$ cat src/rtl/mov_dec_pkg.sv
package mov_dec_pkg;
  localparam int BYTE_W  = 8;
  localparam int WORD_W  = 2 * BYTE_W;
  localparam int MAX_LEN = 6;
  localparam int LEN_W   = $clog2(MAX_LEN + 1);
  localparam int REG_W   = 3;

  typedef enum logic [2:0] {
    FORM_INVALID      = 3'd0,
    FORM_R16_IMM      = 3'd1,
    FORM_RM16_IMM     = 3'd2,
    FORM_RM8_IMM      = 3'd3,
    FORM_R16_FROM_RM  = 3'd4,
    FORM_RM_FROM_R16  = 3'd5,
    FORM_RM_FROM_SREG = 3'd6,
    FORM_AX_FROM_ABS  = 3'd7
  } form_e;

  typedef enum logic [2:0] {
    KIND_NONE   = 3'd0,
    KIND_REG    = 3'd1,
    KIND_SREG   = 3'd2,
    KIND_MEM    = 3'd3,
    KIND_DIRECT = 3'd4,
    KIND_IMM    = 3'd5
  } kind_e;

  typedef struct packed {
    logic [1:0]       mode;
    logic [REG_W-1:0] reg_f;
    logic [REG_W-1:0] rm;
  } modrm_t;

  typedef enum logic [1:0] {ST_OP, ST_MODRM, ST_DISP, ST_IMM} st_e;
endpackage

$ cat src/rtl/mov_opcode_class.sv
module mov_opcode_class
  import mov_dec_pkg::*;
(
  input  logic [BYTE_W-1:0] op_i,
  output form_e             form_o,
  output logic              has_modrm_o,
  output logic [1:0]        imm_bytes_o,
  output logic [1:0]        addr_bytes_o
);
  always_comb begin
    form_o       = FORM_INVALID;
    has_modrm_o  = 1'b0;
    imm_bytes_o  = 2'd0;
    addr_bytes_o = 2'd0;
    if (op_i[7:3] == 5'b10111) begin
      form_o      = FORM_R16_IMM;
      imm_bytes_o = 2'd2;
    end else begin
      case (op_i)
        8'hC7: begin form_o = FORM_RM16_IMM;     has_modrm_o = 1'b1; imm_bytes_o = 2'd2; end
        8'hC6: begin form_o = FORM_RM8_IMM;      has_modrm_o = 1'b1; imm_bytes_o = 2'd1; end
        8'h8B: begin form_o = FORM_R16_FROM_RM;  has_modrm_o = 1'b1; end
        8'h89: begin form_o = FORM_RM_FROM_R16;  has_modrm_o = 1'b1; end
        8'h8C: begin form_o = FORM_RM_FROM_SREG; has_modrm_o = 1'b1; end
        8'hA1: begin form_o = FORM_AX_FROM_ABS;  addr_bytes_o = 2'd2; end
        default: ;
      endcase
    end
  end
endmodule

$ cat src/rtl/mov_modrm_disp.sv
module mov_modrm_disp
  import mov_dec_pkg::*;
(
  input  logic [1:0]       mode_i,
  input  logic [REG_W-1:0] rm_i,
  output logic [1:0]       disp_bytes_o
);
  always_comb begin
    case (mode_i)
      2'b00:   disp_bytes_o = (rm_i == 3'b110) ? 2'd2 : 2'd0;
      2'b01:   disp_bytes_o = 2'd1;
      2'b10:   disp_bytes_o = 2'd2;
      default: disp_bytes_o = 2'd0;
    endcase
  end
endmodule

$ cat src/rtl/mov_operand_map.sv
module mov_operand_map
  import mov_dec_pkg::*;
(
  input  form_e            form_i,
  input  logic [REG_W-1:0] op_lo_i,
  input  modrm_t           modrm_i,
  output kind_e            dst_kind_o,
  output logic [REG_W-1:0] dst_reg_o,
  output kind_e            src_kind_o,
  output logic [REG_W-1:0] src_reg_o,
  output logic [REG_W-1:0] mem_rm_o,
  output logic             word_o
);
  kind_e            rm_kind;
  logic [REG_W-1:0] rm_reg;
  logic [REG_W-1:0] rm_mem;
  logic             rm_used;

  always_comb begin
    rm_reg = '0;
    rm_mem = '0;
    if (modrm_i.mode == 2'b11) begin
      rm_kind = KIND_REG;
      rm_reg  = modrm_i.rm;
    end else if (modrm_i.mode == 2'b00 && modrm_i.rm == 3'b110) begin
      rm_kind = KIND_DIRECT;
    end else begin
      rm_kind = KIND_MEM;
      rm_mem  = modrm_i.rm;
    end
  end

  always_comb begin
    dst_kind_o = KIND_NONE;
    src_kind_o = KIND_NONE;
    dst_reg_o  = '0;
    src_reg_o  = '0;
    rm_used    = 1'b0;
    word_o     = 1'b1;
    case (form_i)
      FORM_R16_IMM: begin
        dst_kind_o = KIND_REG; dst_reg_o = op_lo_i; src_kind_o = KIND_IMM;
      end
      FORM_RM16_IMM, FORM_RM8_IMM: begin
        dst_kind_o = rm_kind; dst_reg_o = rm_reg; src_kind_o = KIND_IMM; rm_used = 1'b1;
        word_o     = (form_i == FORM_RM16_IMM);
      end
      FORM_R16_FROM_RM: begin
        dst_kind_o = KIND_REG; dst_reg_o = modrm_i.reg_f;
        src_kind_o = rm_kind;  src_reg_o = rm_reg; rm_used = 1'b1;
      end
      FORM_RM_FROM_R16: begin
        dst_kind_o = rm_kind;  dst_reg_o = rm_reg; rm_used = 1'b1;
        src_kind_o = KIND_REG; src_reg_o = modrm_i.reg_f;
      end
      FORM_RM_FROM_SREG: begin
        dst_kind_o = rm_kind;   dst_reg_o = rm_reg; rm_used = 1'b1;
        src_kind_o = KIND_SREG; src_reg_o = modrm_i.reg_f;
      end
      FORM_AX_FROM_ABS: begin
        dst_kind_o = KIND_REG; src_kind_o = KIND_DIRECT;
      end
      default: word_o = 1'b0;
    endcase
    mem_rm_o = rm_used ? rm_mem : '0;
  end
endmodule

$ cat src/rtl/mov_decoder.sv
module mov_decoder
  import mov_dec_pkg::*;
(
  input  logic              clk_i,
  input  logic              rst_ni,
  input  logic [7:0]        byte_i,
  input  logic              byte_valid_i,
  output logic              byte_ready_o,
  output logic              res_valid_o,
  input  logic              res_ready_i,
  output logic [2:0]        form_o,
  output logic              invalid_o,
  output logic [2:0]        dst_kind_o,
  output logic [2:0]        dst_reg_o,
  output logic [2:0]        src_kind_o,
  output logic [2:0]        src_reg_o,
  output logic [2:0]        mem_rm_o,
  output logic              word_o,
  output logic [15:0]       disp_o,
  output logic [15:0]       imm_o,
  output logic [2:0]        length_o
);
  st_e               state_q;
  form_e             form_q;
  logic [REG_W-1:0]  op_lo_q;
  modrm_t            modrm_q;
  logic [WORD_W-1:0] disp_q, imm_q;
  logic [LEN_W-1:0]  len_q;
  logic [1:0]        disp_left_q, imm_left_q;
  logic              hi_sel_q;
  logic              res_valid_q;

  form_e      cls_form;
  logic       cls_modrm;
  logic [1:0] cls_imm, cls_addr;
  logic [1:0] in_disp;
  logic       take;
  kind_e      dst_kind, src_kind;
  modrm_t     in_modrm;

  assign take     = byte_valid_i && !res_valid_q;
  assign in_modrm = modrm_t'(byte_i);

  mov_opcode_class u_class (
    .op_i(byte_i), .form_o(cls_form), .has_modrm_o(cls_modrm),
    .imm_bytes_o(cls_imm), .addr_bytes_o(cls_addr)
  );

  mov_modrm_disp u_disp (
    .mode_i(in_modrm.mode), .rm_i(in_modrm.rm), .disp_bytes_o(in_disp)
  );

  mov_operand_map u_map (
    .form_i(form_q), .op_lo_i(op_lo_q), .modrm_i(modrm_q),
    .dst_kind_o(dst_kind), .dst_reg_o(dst_reg_o),
    .src_kind_o(src_kind), .src_reg_o(src_reg_o),
    .mem_rm_o(mem_rm_o), .word_o(word_o)
  );

  always_ff @(posedge clk_i or negedge rst_ni) begin
    if (!rst_ni) begin
      state_q     <= ST_OP;
      form_q      <= FORM_INVALID;
      op_lo_q     <= '0;
      modrm_q     <= '0;
      disp_q      <= '0;
      imm_q       <= '0;
      len_q       <= '0;
      disp_left_q <= '0;
      imm_left_q  <= '0;
      hi_sel_q    <= 1'b0;
      res_valid_q <= 1'b0;
    end else begin
      if (res_valid_q && res_ready_i) res_valid_q <= 1'b0;
      if (take) begin
        len_q <= (state_q == ST_OP) ? LEN_W'(1) : len_q + LEN_W'(1);
        case (state_q)
          ST_OP: begin
            op_lo_q     <= byte_i[2:0];
            modrm_q     <= '0;
            disp_q      <= '0;
            imm_q       <= '0;
            form_q      <= cls_form;
            imm_left_q  <= cls_imm;
            disp_left_q <= cls_addr;
            hi_sel_q    <= 1'b0;
            if (cls_form == FORM_INVALID) res_valid_q <= 1'b1;
            else if (cls_modrm)           state_q <= ST_MODRM;
            else if (cls_addr != 2'd0)    state_q <= ST_DISP;
            else                          state_q <= ST_IMM;
          end
          ST_MODRM: begin
            modrm_q <= in_modrm;
            // immediate forms only exist with reg field 0
            if ((form_q == FORM_RM16_IMM || form_q == FORM_RM8_IMM) && in_modrm.reg_f != '0) begin
              form_q      <= FORM_INVALID;
              res_valid_q <= 1'b1;
              state_q     <= ST_OP;
            end else begin
              disp_left_q <= in_disp;
              if (in_disp != 2'd0)         state_q <= ST_DISP;
              else if (imm_left_q != 2'd0) state_q <= ST_IMM;
              else begin
                res_valid_q <= 1'b1;
                state_q     <= ST_OP;
              end
            end
          end
          ST_DISP: begin
            if (!hi_sel_q) disp_q <= {{BYTE_W{byte_i[7]}}, byte_i};
            else           disp_q[WORD_W-1:BYTE_W] <= byte_i;
            hi_sel_q    <= !hi_sel_q;
            disp_left_q <= disp_left_q - 2'd1;
            if (disp_left_q == 2'd1) begin
              hi_sel_q <= 1'b0;
              if (imm_left_q != 2'd0) state_q <= ST_IMM;
              else begin
                res_valid_q <= 1'b1;
                state_q     <= ST_OP;
              end
            end
          end
          default: begin
            if (!hi_sel_q) imm_q <= {{BYTE_W{1'b0}}, byte_i};
            else           imm_q[WORD_W-1:BYTE_W] <= byte_i;
            hi_sel_q   <= !hi_sel_q;
            imm_left_q <= imm_left_q - 2'd1;
            if (imm_left_q == 2'd1) begin
              res_valid_q <= 1'b1;
              state_q     <= ST_OP;
            end
          end
        endcase
      end
    end
  end

  assign byte_ready_o = !res_valid_q;
  assign res_valid_o  = res_valid_q;
  assign form_o       = form_q;
  assign invalid_o    = (form_q == FORM_INVALID);
  assign dst_kind_o   = dst_kind;
  assign src_kind_o   = src_kind;
  assign disp_o       = disp_q;
  assign imm_o        = imm_q;
  assign length_o     = len_q;

  a_r10_rise_after_byte: assert property (@(posedge clk_i) disable iff (!rst_ni)
    $rose(res_valid_o) |-> $past(byte_valid_i && byte_ready_o));
  a_r10_hold_until_taken: assert property (@(posedge clk_i) disable iff (!rst_ni)
    res_valid_o && !res_ready_i |=> res_valid_o && $stable(length_o) && $stable(form_o)
      && $stable(disp_o) && $stable(imm_o));
  a_r12_length_range: assert property (@(posedge clk_i) disable iff (!rst_ni)
    res_valid_o |-> (length_o >= 3'd1 && length_o <= 3'd6));
  a_r8_invalid_short: assert property (@(posedge clk_i) disable iff (!rst_ni)
    res_valid_o && invalid_o |-> length_o <= 3'd2 && dst_kind_o == 3'd0 && src_kind_o == 3'd0);
  a_r3_imm8_upper_zero: assert property (@(posedge clk_i) disable iff (!rst_ni)
    res_valid_o && form_o == 3'd3 |-> imm_o[15:8] == 8'h00 && !word_o);
  a_r1_short_form_len: assert property (@(posedge clk_i) disable iff (!rst_ni)
    res_valid_o && form_o == 3'd1 |-> length_o == 3'd3);
endmodule

$ cat config.mk
export PLATFORM = sky130hd
export DESIGN_NAME = mov_decoder
export DESIGN_NICKNAME = d
export VERILOG_FILES = /design/src/rtl/mov_dec_pkg.sv /design/src/rtl/mov_opcode_class.sv /design/src/rtl/mov_modrm_disp.sv /design/src/rtl/mov_operand_map.sv /design/src/rtl/mov_decoder.sv
export SDC_FILE = /design/constraint.sdc
export NUM_CORES = 1
export LEC_CHECK = 0
export ABC_AREA = 0
export BUFFER_PORTS_ARGS = -buffer_cell sky130_fd_sc_hd__buf_2
export CORE_ASPECT_RATIO = 0.5
export CORE_MARGIN = 2
export CORE_UTILIZATION = 55
export CTS_BUF_LIST = sky130_fd_sc_hd__clkbuf_16
export CTS_CLUSTER_DIAMETER = 200
export DETAILED_ROUTE_END_ITERATION = 16
export PLACE_DENSITY = 0.81
export SETUP_SLACK_MARGIN = 0.15
export SYNTH_ARGS = -nofsm -noshare
export SYNTH_HDL_FRONTEND = slang
export SYNTH_HIERARCHICAL = 1
export SYNTH_SLANG_ARGS = --single-unit
$ cat constraint.sdc
create_clock -name clk_i -period 2.7 [get_ports clk_i]
set_input_delay 0.27 -clock clk_i [delete_from_list [all_inputs] [get_ports clk_i]]
set_output_delay 0.27 -clock clk_i [all_outputs]
set_load 0.05 [all_outputs]
# Word-level counts from Yosys, hierarchy flattened
# Cells that the tools add are included.
[totals] ff_bits=57 in_bits=12 out_inout_bits=57
[op_classes] n_addsub=3 n_eq_ne=29 mux=54 n_bitwise=2 n_reduce_logical=39
[ops] op="16-bit case mux with 2 select lines" count=2
[ops] op="8-bit == test, second input constant" count=6
[ops] op="3-bit 2-to-1 mux" count=9
[ops] op="2-bit 2-to-1 mux" count=12
[ops] op="3-bit == test, second input constant" count=6
[ops] op="2-bit case mux with 3 select lines" count=3
[ops] op="3-bit case mux with 2 select lines" count=3
[ops] op="3-bit case mux with 6 select lines" count=1
[ops] op="8-bit 2-to-1 mux" count=2
[ops] op="8-bit case mux with 2 select lines" count=1
[ops] op="3-bit case mux with 5 select lines" count=1
[ops] op="5-bit OR reduction" count=3
[ops] op="1-bit 2-to-1 mux" count=13
[ops] op="3-bit AND reduction" count=4
[ops] op="2-bit != test, second input constant" count=5
[ops] op="2-bit AND reduction" count=5
[ops] op="2-bit nonzero test" count=5
[ops] op="3-bit case mux with 3 select lines" count=1
[ops] op="2-bit by 1-bit == test with 1-bit output, second input constant" count=4
[ops] op="2-bit case mux with 2 select lines" count=2
[ops] op="7-bit 2-to-1 mux" count=1
[ops] op="2-bit == test, second input constant" count=3
[ops] op="3-bit by 2-bit == test with 1-bit output, second input constant" count=2
[ops] op="2-bit logical NOT" count=3
[ops] op="other kinds (18)" count=30

# Longest topological paths before layout
# Gate-level depths: netlist of run 1.
[logic_depth] ltp_word=8 ltp_mapped=8 mapped_depth_nobuf=7

# Hierarchy
# The synthesis of run 1 kept the hierarchy.
[by_module_without_submodules] mod="mov_decoder" instances=1 cells_per_inst=250 area_per_inst_um2=2651.3
[by_module_without_submodules] mod="mov_operand_map" instances=1 cells_per_inst=56 area_per_inst_um2=351.6
[by_module_without_submodules] mod="mov_opcode_class" instances=1 cells_per_inst=25 area_per_inst_um2=170.2
[by_module_without_submodules] mod="mov_modrm_disp" instances=1 cells_per_inst=4 area_per_inst_um2=22.5

# Worst setup path before layout of run 1
# OpenSTA, ideal clock, no wires.
[synth_timing] path_type="flip-flop to output port" start="register form_q[0], in the netlist form_o[0]" end="output port dst_kind_o[1]" t_arrival_ns=2.409 slack_ns=0.021 stages_incl_launch_ff=5 n_path_buf=1 cell_sequence="dfrtp_1 -> buf_2 -> nand2_1 -> xor2_1 -> a211oi_1"
[synth_between] elab_chain_cells=3 word_cells_on_any_way=10
[synth_rtl] element="from (decl)" line="mov_decoder.sv:24" text="form_e form_q;"
[synth_rtl] element="from (signal assigned)" line="mov_decoder.sv:83" text="form_q <= cls_form;"
[synth_rtl] element="3-bit by 2-bit == test with 1-bit output (tied with other cells)" line="mov_operand_map.sv:40" text="case (form_i)"
[synth_rtl] element="4-bit OR reduction (no source line) or 3-bit OR reduction (tied branches)"
[synth_rtl] element="3-bit case mux with 2 select lines (*)" line="mov_operand_map.sv:40"
[synth_rtl] element="to (decl)" line="mov_decoder.sv:13" text="output logic [2:0] dst_kind_o,"
# Mark *: on every way between the ends. The rest lies on a longest branch, timed or not.

# Final worst setup path of run 1
[layout_timing] start="register form_q[1], in the netlist form_o[1]" end="output port dst_kind_o[0]"
# Same word-level chain as after synthesis.

==> metrics.csv, run 1 <==
metric,value,unit
met2 usage,0.425,
Netlist Area Pre-Place,0.00320,mm2
Die Y,57.9,um
switching power,2.97,mW
final setup violation count,0,
Post-Syn Area per Cell,9.54,um2
Clock transition at path regs,0.05,ns
Startpoint Class,flop,
Core Area,0.00554,mm2
Worst-Skew Late Latency,0.33,ns
Num Clock Sinks,57,
Crit Path Category,reg -> out,
GR Layer Usage met3,0.0680,
reg2reg start,state_q[0],
initial antenna violation count,0,
main area contributors after synthesis,"dfrtp_1 45%, nand2_1 6.1%, a22o_1 4.7%",
1st-iter DRT viols,230,
DRC errors left,0,
CP Capture Type,primary output,
Seq pwr share,0.276,
Worst Reg-to-Reg Cells,6,
worst path bufs/invs,1,
total gr overflow,0,
Die X,112,um
Final Instance Count excl. Fillers,476,
max_slew headroom,0.485,
Starting Density,0.577,
Initial DRT Pass Iterations,6,
worst slew pin tran,0.773,ns
Avg Vias per Cell,6.03,
Pint,2.77,mW
leading area contributor after synthesis,dfrtp_1,
Die Footprint,0.00647,mm2
status,finished with violations,
failing checks,negative hold slack,
Final Critical Period,2.39,ns
dpl cells,460,
r2r setup slk,0.43,ns
Slew Limit Fails,0,
first-pass GRT wire length,13900,um
CP peak stage delay,0.84,ns
number of routed nets with antenna violations,0,
"FF+latch count, synth",57,
Power per Cell Area,1500,mW/mm2
most frequent cell after synthesis,dfrtp_1,
layout cell share with drive strength beyond 1,0.253,
Worst EP required,2.43,ns
RSZ-0062 raised after global routing,false,
switching portion of total power,0.517,
fin nets,418,
cts bufs inserted,9,
r2r endpoint,disp_left_q[0],
"Setup Fix Bufs, Post-CTS",0,
Synth Instances,335,
PortBufs,68,
met1 Use GR,0.401,
"Primary FF master, synth",dfrtp_1,
number of global-route vias before repair,2655,
Crit Path Max Fanout,25,
cts hold-fix bufs,0,
largest net degree at the start of global routing,33,
post-synthesis sequential area ratio,0.446,
Yosys top cell area share,0.446,
Diodes inserted,0,
maximum vdd drop,0.825,mV
post-synth net total,355,
number of gates resized after cts,0,
Worst EP arrival,2.12,ns
CP top delay family,flip-flops,
Fin Hold WS,-0.0109,ns
Leak,1.87,nW
setup TNS,0,ns
Critical Path Slowest Stage Cell,dfrtp_1,
DR vias,2868,
CTS Buffer Depth,2,
Syn. warnings,6,
clock root cell,clkbuf_16,
cells along the critical path,xor2_1 -> o32a_1 -> buf_2,
Peak Freq,418,MHz
CTS tree,done,
asr flop ratio synth,1.00,
H-tree depth,3,
Post-DP HPWL,6110,um
RePlAce Congestion,0.944,
most instantiated cells after synthesis,"57 x dfrtp_1, 52 x nand2_1, 26 x o21ai_0",
Final Skew,0.00411,ns
WL final,8620,um
Gate power share,0.552,
Post-synth EDFFs,0,
Min-Delay Path Class,in -> async,
Area Overhead vs Synth,19.8,%
total track usage,0.280,
DR WL/cell,18.1,um
"Hold Vio Cnt, Final",8,
GRT Max-Usage Layer,met2,
Clk pwr share,0.172,
# rows,19,
Max Cap Viol,0,
# IOs,69,
Tcrit/Tclk final,0.886,
post-synth cell types,57,
-- metal layers --
metal  up-vias  routed length [um]
li1       1331                   -
met1      1399                3980
met2       125                3910
met3        13                 651
met4         0                  82
met5         -                   0
-- worst register-to-register path, cell delays in order, from the launching register on --
cell     delay (ns)
dfrtp_1        0.40
inv_1          0.08
ha_1           0.36
buf_4          0.23
o21ai_2        0.43
o22a_1         0.30
mux2_2         0.35
-- power by group through the flow --
stage / clock, mW / sequential, mW / combinational [mW]
after CTS: 0.995 / 1.57 / 3.16
after detailed placement: 0 / 1.58 / 3.13
final: 0.985 / 1.58 / 3.17
after global routing: 1.03 / 1.63 / 3.38
after global placement: 0 / 1.56 / 3.04
after floorplan: 0 / 2.28 / 1.72
-- cell type report --
class | count | area (um2)
flip-flops and latches | 57 | 1430
clock inverters | 7 | 37.5
well taps | 73 | 91.3
repair buffers | 73 | 378
clock buffers | 9 | 225
inverters | 14 | 52.6
multi-input cells | 243 | 1620
fillers | 423 | 1710
-- worst max path at each step --
stage               depth (start not counted)       from  slack [ns]       endpoint
finish                                      3  form_o[1]        0.31  dst_kind_o[0]
global route                                3  form_o[1]        0.15  dst_kind_o[0]
CTS                                         3  form_o[1]        0.33  dst_kind_o[0]
detailed placement                          7  byte_i[2]        0.39     state_q[1]
global placement                            7  byte_i[5]        0.47     state_q[1]
floorplan                                   4  form_o[0]        0.10   dst_reg_o[0]
-- per-stage QoR --
| step | worst slack [ns] | total power, mW | hold WS, ns | cell area, um2 | utilization |
|---|---|---|---|---|---|
| after floorplan | 0.101 | 3.99 | -0.0256 | 3210 | - |
| after global placement | 0.469 | 4.60 | 0.324 | 3560 | 0.644 |
| after detailed placement | 0.394 | 4.71 | 0.357 | 3560 | 0.644 |
| after CTS | 0.328 | 5.73 | 0.0106 | 3830 | 0.691 |
| after global routing | 0.155 | 6.04 | 0.0454 | 3830 | 0.691 |
| final | 0.306 | 5.74 | -0.0109 | 3830 | 0.691 |
-- sequential cells by signal (all words and copies together) (netlist names) --
register and count:
hi_sel_q 1, disp_o 16, res_valid_o 1, op_lo_q 3, state_q 2, modrm_q 8, length_o 3, imm_left_q 2
disp_left_q 2, form_o 3, imm_o 16
-- cells in the final DEF (no fill, tap or decap), types with 3 or more instances in the layout --
cell         n
buf_2       68
dfrtp_1     57
nand2_1     52
o21ai_0     26
a22o_1      17
inv_1       14
nor2_1      14
nand2b_1    10
o21ai_1      9
a22oi_1      9
clkbuf_16    9
a21oi_1      8
ha_1         8
nand3_1      7
mux2i_1      6
mux2_2       5
nor2b_1      5
buf_4        5
and2b_1      4
nand3b_1     4
and3_1       4
clkinv_1     4
nor3_1       3
clkinvlp_4   3
nor3b_2      3
a32oi_1      3
-- cell families after synthesis --
family	Yosys count	synth area share
AO/OA/AOI/OAI	94	0.199
multiplexers	11	0.0364
AND/OR/NAND/NOR	125	0.222
flip-flops	57	0.446
adder cells (fa/ha/maj)	9	0.0345
other	1	0.00117
XOR/XNOR	3	0.00822
buffers and inverters	35	0.0525
Note: power is estimated with default switching activity, not from simulation.
==> inputs of run 2 (changes only) <==
--- a/config.mk
+++ b/config.mk
@@ -6,14 +6,14 @@
 export NUM_CORES = 1
 export LEC_CHECK = 0
 export ABC_AREA = 0
-export BUFFER_PORTS_ARGS = -buffer_cell sky130_fd_sc_hd__buf_2
 export CORE_ASPECT_RATIO = 0.5
 export CORE_MARGIN = 2
 export CORE_UTILIZATION = 55
 export CTS_BUF_LIST = sky130_fd_sc_hd__clkbuf_16
 export CTS_CLUSTER_DIAMETER = 200
 export DETAILED_ROUTE_END_ITERATION = 16
-export PLACE_DENSITY = 0.81
+export DONT_BUFFER_PORTS = 1
+export PLACE_DENSITY = 0.7
 export SETUP_SLACK_MARGIN = 0.15
 export SYNTH_ARGS = -nofsm -noshare
 export SYNTH_HDL_FRONTEND = slang
==> run 2 against run 1 <==
The run now ends clean. Wire length fell by 6.6%. Setup slack improved by 0.18 ns. Utilization fell by 3.2 points. Non-clock buffer count fell by 53. Clock skew rose by 0.00069 ns. Critical path depth rose by 1. Cell count fell by 11%. Fmax rose by 8.3%. Total power fell by 2.9%. Final area fell by 4.6%. Critical path type unchanged. Critical endpoint unchanged. Largest power group is now registers. Highest routed layer unchanged.
==> metrics.csv, run 2 (same netlist as run 1, synthesis figures left out) <==
metric,value,unit
status,"finished, final reports clean",
CP peak stage delay,0.57,ns
Startpoint Class,flop,
cells along the critical path,nand2_1 -> xor2_1 -> o32a_1 -> buf_4,
final instance area,0.00365,mm2
Area Overhead vs Synth,14.2,%
"Setup Fix Bufs, Post-CTS",0,
max_slew headroom,0.602,
worst slew pin tran,0.597,ns
CP Capture Type,primary output,
total track usage,0.264,
Power per Cell Area,1530,mW/mm2
CTS tree,done,
"Hold Vio Cnt, Final",0,
Fin Hold WS,0.0506,ns
r2r setup slk,0.52,ns
Worst EP arrival,1.94,ns
Avg Vias per Cell,6.31,
reg2reg start,state_q[1],
first-pass GRT wire length,13000,um
# IOs,69,
Die Footprint,0.00647,mm2
maximum vdd drop,0.933,mV
setup TNS,0,ns
1st-iter DRT viols,218,
Die Y,57.9,um
WL final,8050,um
clock root cell,clkbuf_16,
Critical Path Slowest Stage Cell,dfrtp_1,
CP top delay family,flip-flops,
Core Area,0.00554,mm2
Max Cap Viol,0,
Worst Reg-to-Reg Cells,6,
total gr overflow,0,
number of gates resized after cts,0,
number of routed nets with antenna violations,0,
Diodes inserted,0,
number of global-route vias before repair,2510,
Post-DP HPWL,5540,um
Tcrit/Tclk final,0.819,
Crit Path Category,reg -> out,
Worst-Skew Late Latency,0.32,ns
most frequent cells in the layout,"57 x dfrtp_1, 52 x nand2_1, 22 x o21ai_0",
H-tree depth,3,
CTS Buffer Depth,2,
Min-Delay Path Class,in -> reg,
worst path bufs/invs,1,
Peak Freq,452,MHz
end-of-flow core utilization,0.659,
"commonest non-fill, non-tap cell in the layout",dfrtp_1,
layout cell share with drive strength beyond 1,0.146,
RePlAce Congestion,0.945,
r2r endpoint,state_q[1],
Leak,1.66,nW
Place WS,0.532,ns
initial antenna violation count,0,
PortBufs,0,
DR vias,2664,
# rows,19,
Final Skew,0.00480,ns
Clock transition at path regs,0.05,ns
largest net degree at the start of global routing,58,
cts bufs inserted,9,
placed inst area,0.00333,mm2
Worst EP required,2.43,ns
Initial DRT Pass Iterations,4,
DRC errors left,0,
fin nets,365,
Num Clock Sinks,57,
Worst Min Path Start,res_ready_i,
Die X,112,um
Final Critical Period,2.21,ns
final worst slack,0.489,ns
RSZ-0062 raised after global routing,false,
Starting Density,0.577,
DR WL/cell,19.1,um
Crit Path Max Fanout,14,
Worst Hold Endpoint,res_valid_o,
Slew Limit Fails,0,
final setup violation count,0,
hold path cells,1,
## run 2: cell count changes in the layout (fill, tap and decap cells not counted), sizes merged
| cell | before | now |
|---|---|---|
| bufinv | 0 | 1 |
| dlygate4sd3 | 0 | 1 |
| clkinvlp | 3 | 1 |
| buf | 73 | 19 |
## run 2: how the worst max path moves through the flow
stage,cells after the start,slack [ns],to,startpoint
final,4,0.49,dst_kind_o[0],form_o[2]
after global routing,4,0.34,dst_kind_o[0],form_o[2]
after detailed placement,6,0.53,state_q[1],state_q[0]
after floorplan,4,0.10,dst_reg_o[0],form_o[0]
after CTS,4,0.49,dst_kind_o[0],form_o[2]
after global placement,6,0.57,state_q[1],byte_i[5]
## run 2: through the flow
stage               instances  power, mW
floorplan                 335       3.99
global placement          405       4.38
detailed placement        405       4.45
CTS                       422       5.58
global route              422       5.87
finish                    422       5.57
## run 2: layout make-up
| cell class | count | area (um2) |
|---|---|---|
| multi-input combinational | 243 | 1620 |
| clock buffer | 9 | 225 |
| clock inverter | 6 | 60.1 |
| inverter | 14 | 52.6 |
| timing repair buffer | 20 | 173 |
| fill | 446 | 1890 |
| tap | 73 | 91.3 |
| sequential | 57 | 1430 |
## run 2: where the power goes
| part | internal, mW | switching (mW) | leakage, nW |
|---|---|---|---|
| Combinational | 0.816 | 1.34 | 0.798 |
| Sequential | 1.21 | 1.12 | 0.725 |
| Clock | 0.702 | 0.381 | 0.139 |
## run 2: repair_timing
action                                  CTS  global route
endpoints found under the hold margin    57             0
hold buffers                              2             0
endpoints found under the setup margin    0             0
## run 2: layer usage
layer	GRT usage	routed length (um)	share of wire	up-vias
li1	-	-	-	1223
met1	0.375	3710	0.46	1300
met2	0.372	3470	0.43	129
met3	0.100	793	0.099	12
met4	0.0917	80	0.0099	0
met5	0	0	0	-
==> inputs of run 3 (changes only) <==
--- a/config.mk
+++ b/config.mk
@@ -13,7 +13,7 @@
 export CTS_CLUSTER_DIAMETER = 200
 export DETAILED_ROUTE_END_ITERATION = 16
 export DONT_BUFFER_PORTS = 1
-export PLACE_DENSITY = 0.7
+export PLACE_DENSITY = 0.73
 export SETUP_SLACK_MARGIN = 0.15
 export SYNTH_ARGS = -nofsm -noshare
 export SYNTH_HDL_FRONTEND = slang
==> constraint.sdc (replaced) <==
create_clock -name clk_i -period 1.9 [get_ports clk_i]
set_input_delay 0.19 -clock clk_i [delete_from_list [all_inputs] [get_ports clk_i]]
set_output_delay 0.19 -clock clk_i [all_outputs]
set_load 0.05 [all_outputs]
==> run 3 against run 2 <==
Final area rose by 23%. Utilization rose by 15 points. Setup slack got worse by 0.49 ns. Non-clock buffer count rose by 48. Cell count rose by 12%. Die area did not move. Sequential power rose by 38%. Combinational power rose by 110%. Largest power group is now combinational logic. Highest routed layer unchanged.
==> metrics.csv, run 3 (same netlist as run 1, synthesis figures left out) <==
metric,value,unit
max_slew headroom,0.637,
end-of-flow core utilization,0.809,
cts bufs inserted,9,
Min-Delay Path Class,in -> reg,
crit path from,form_o[0],
Die Footprint,0.00647,mm2
CTS Buffer Depth,2,
Worst Min Path Start,byte_i[4],
met1 WL,4170,um
number of filler cells placed in the layout,328,
FF/Latch Area,0.00143,mm2
largest net degree at the start of global routing,58,
"commonest non-fill, non-tap cell in the layout",dfrtp_1,
Critical Path Slowest Stage Cell,dfrtp_2,
CTS tree,done,
CP peak stage delay,0.43,ns
final worst slack,0.00369,ns
Post-DP HPWL,5880,um
DR WL/cell,20.3,um
Startpoint Class,flop,
Tcrit/Tclk final,0.998,
Fin Hold WS,0.000364,ns
Worst-Skew Late Latency,0.33,ns
# rows,19,
metal3 WL,739,um
Peak Freq,527,MHz
met2 routed WL,4530,um
reg2reg start,state_q[1],
WL final,9560,um
Crit Path Category,reg -> out,
Max Cap Viol,0,
status,"finished, final reports clean",
Diodes inserted,0,
Core Area,0.00554,mm2
layout cell share with drive strength beyond 1,0.319,
PortBufs,0,
Num Clock Sinks,57,
RePlAce Congestion,0.876,
placed inst area,0.00369,mm2
fin nets,413,
number of routed nets with antenna violations,0,
Initial DRT Pass Iterations,5,
Clock transition at path regs,0.05,ns
Avg Vias per Cell,6.23,
worst slew pin tran,0.540,ns
Die Y,57.9,um
Die X,112,um
Worst EP required,1.71,ns
maximum vdd drop,1.62,mV
# IOs,69,
DRC errors left,0,
Power per Cell Area,2120,mW/mm2
Final Skew,0.00247,ns
total track usage,0.295,
cells along the critical path,buf_6 -> nor3b_4 -> a32oi_1 -> o21ai_2 -> buf_12,
Crit Path Max Fanout,18,
1st-iter DRT viols,218,
initial antenna violation count,0,
area of the multi-input gates,0.00183,mm2
number of global-route vias before repair,2843,
r2r setup slk,0.15,ns
Worst EP arrival,1.71,ns
Leak,1.99,nW
clock root cell,clkbuf_16,
Top Layer Used,met4,
DR vias,2936,
Slew Limit Fails,0,
CP endpoint,dst_reg_o[2],
Starting Density,0.577,
RSZ-0062 raised after global routing,true,
"Hold Vio Cnt, Final",0,
CP Capture Type,primary output,
first-pass GRT wire length,14700,um
total gr overflow,0,
Worst Reg-to-Reg Cells,7,
Area Overhead vs Synth,40.3,%
final setup violation count,0,
r2r endpoint,state_q[1],
Final Critical Period,1.90,ns
final instance area,0.00448,mm2
Place WS,-0.0345,ns
most frequent cells in the layout,"51 x dfrtp_1, 50 x nand2_1, 39 x buf_4",
H-tree depth,3,
[run 3: timing repair]
item | in CTS | in global routing
endpoints found under the setup margin | 34 | 27
pin swaps | 9 | 8
gates cloned | 2 | 0
endpoints found under the hold margin | 64 | 0
setup buffers | 10 | 11
gates resized for setup | 17 | 22
hold buffers | 10 | 0
[run 3: layer usage]
metal / global-route usage / up-vias
met5: 0.0296 / -
met1: 0.387 / 1466
li1: - / 1325
met2: 0.487 / 130
met4: 0.0758 / 0
met3: 0.0889 / 15
[run 3: critical path, delay by kind of cell, from the launching register on]
family | cells | cell delay (ns)
buffers and inverters | 2 | 0.34
and+or+nand+nor | 1 | 0.33
AOI/OAI and AO/OA | 2 | 0.28
DFF | 1 | 0.43
[run 3: how the worst min path moves through the flow]
stage / endpoint / slack, ns / cells past startpoint
after global placement: imm_o[9] / -0.10 / 0
after CTS: imm_o[4] / 0.0002 / 2
final: imm_o[4] / 0.0004 / 2
after global routing: modrm_q[0] / -0.00007 / 1
after detailed placement: imm_o[9] / -0.10 / 0
after floorplan: disp_left_q[0] / -0.11 / 0
[run 3: area by class of cell]
cell class | instances | share of cell area
multi-input combinational | 243 | 0.408
sequential | 57 | 0.320
timing repair buffer | 68 | 0.169
clock buffer | 9 | 0.0503
clock inverter | 7 | 0.0212
tap | 73 | 0.0204
inverter | 14 | 0.0117
[run 3: through the flow]
stage | setup TNS, ns | std cells | total power, mW
3_5_place_dp | -0.0345 | 422 | 6.90
3_3_place_gp | 0 | 422 | 6.78
6_report | 0 | 471 | 9.49
2_1_floorplan | 0 | 335 | 5.86
4_1_cts | 0 | 460 | 9.06
5_1_grt | -0.0348 | 471 | 9.93
[run 3: where the power goes]
group,leakage [nW],internal (mW),switching [mW],total (mW)
logic,1.12,2.06,2.48,4.55
registers,0.717,1.73,1.49,3.22
clock network,0.155,1.15,0.579,1.72
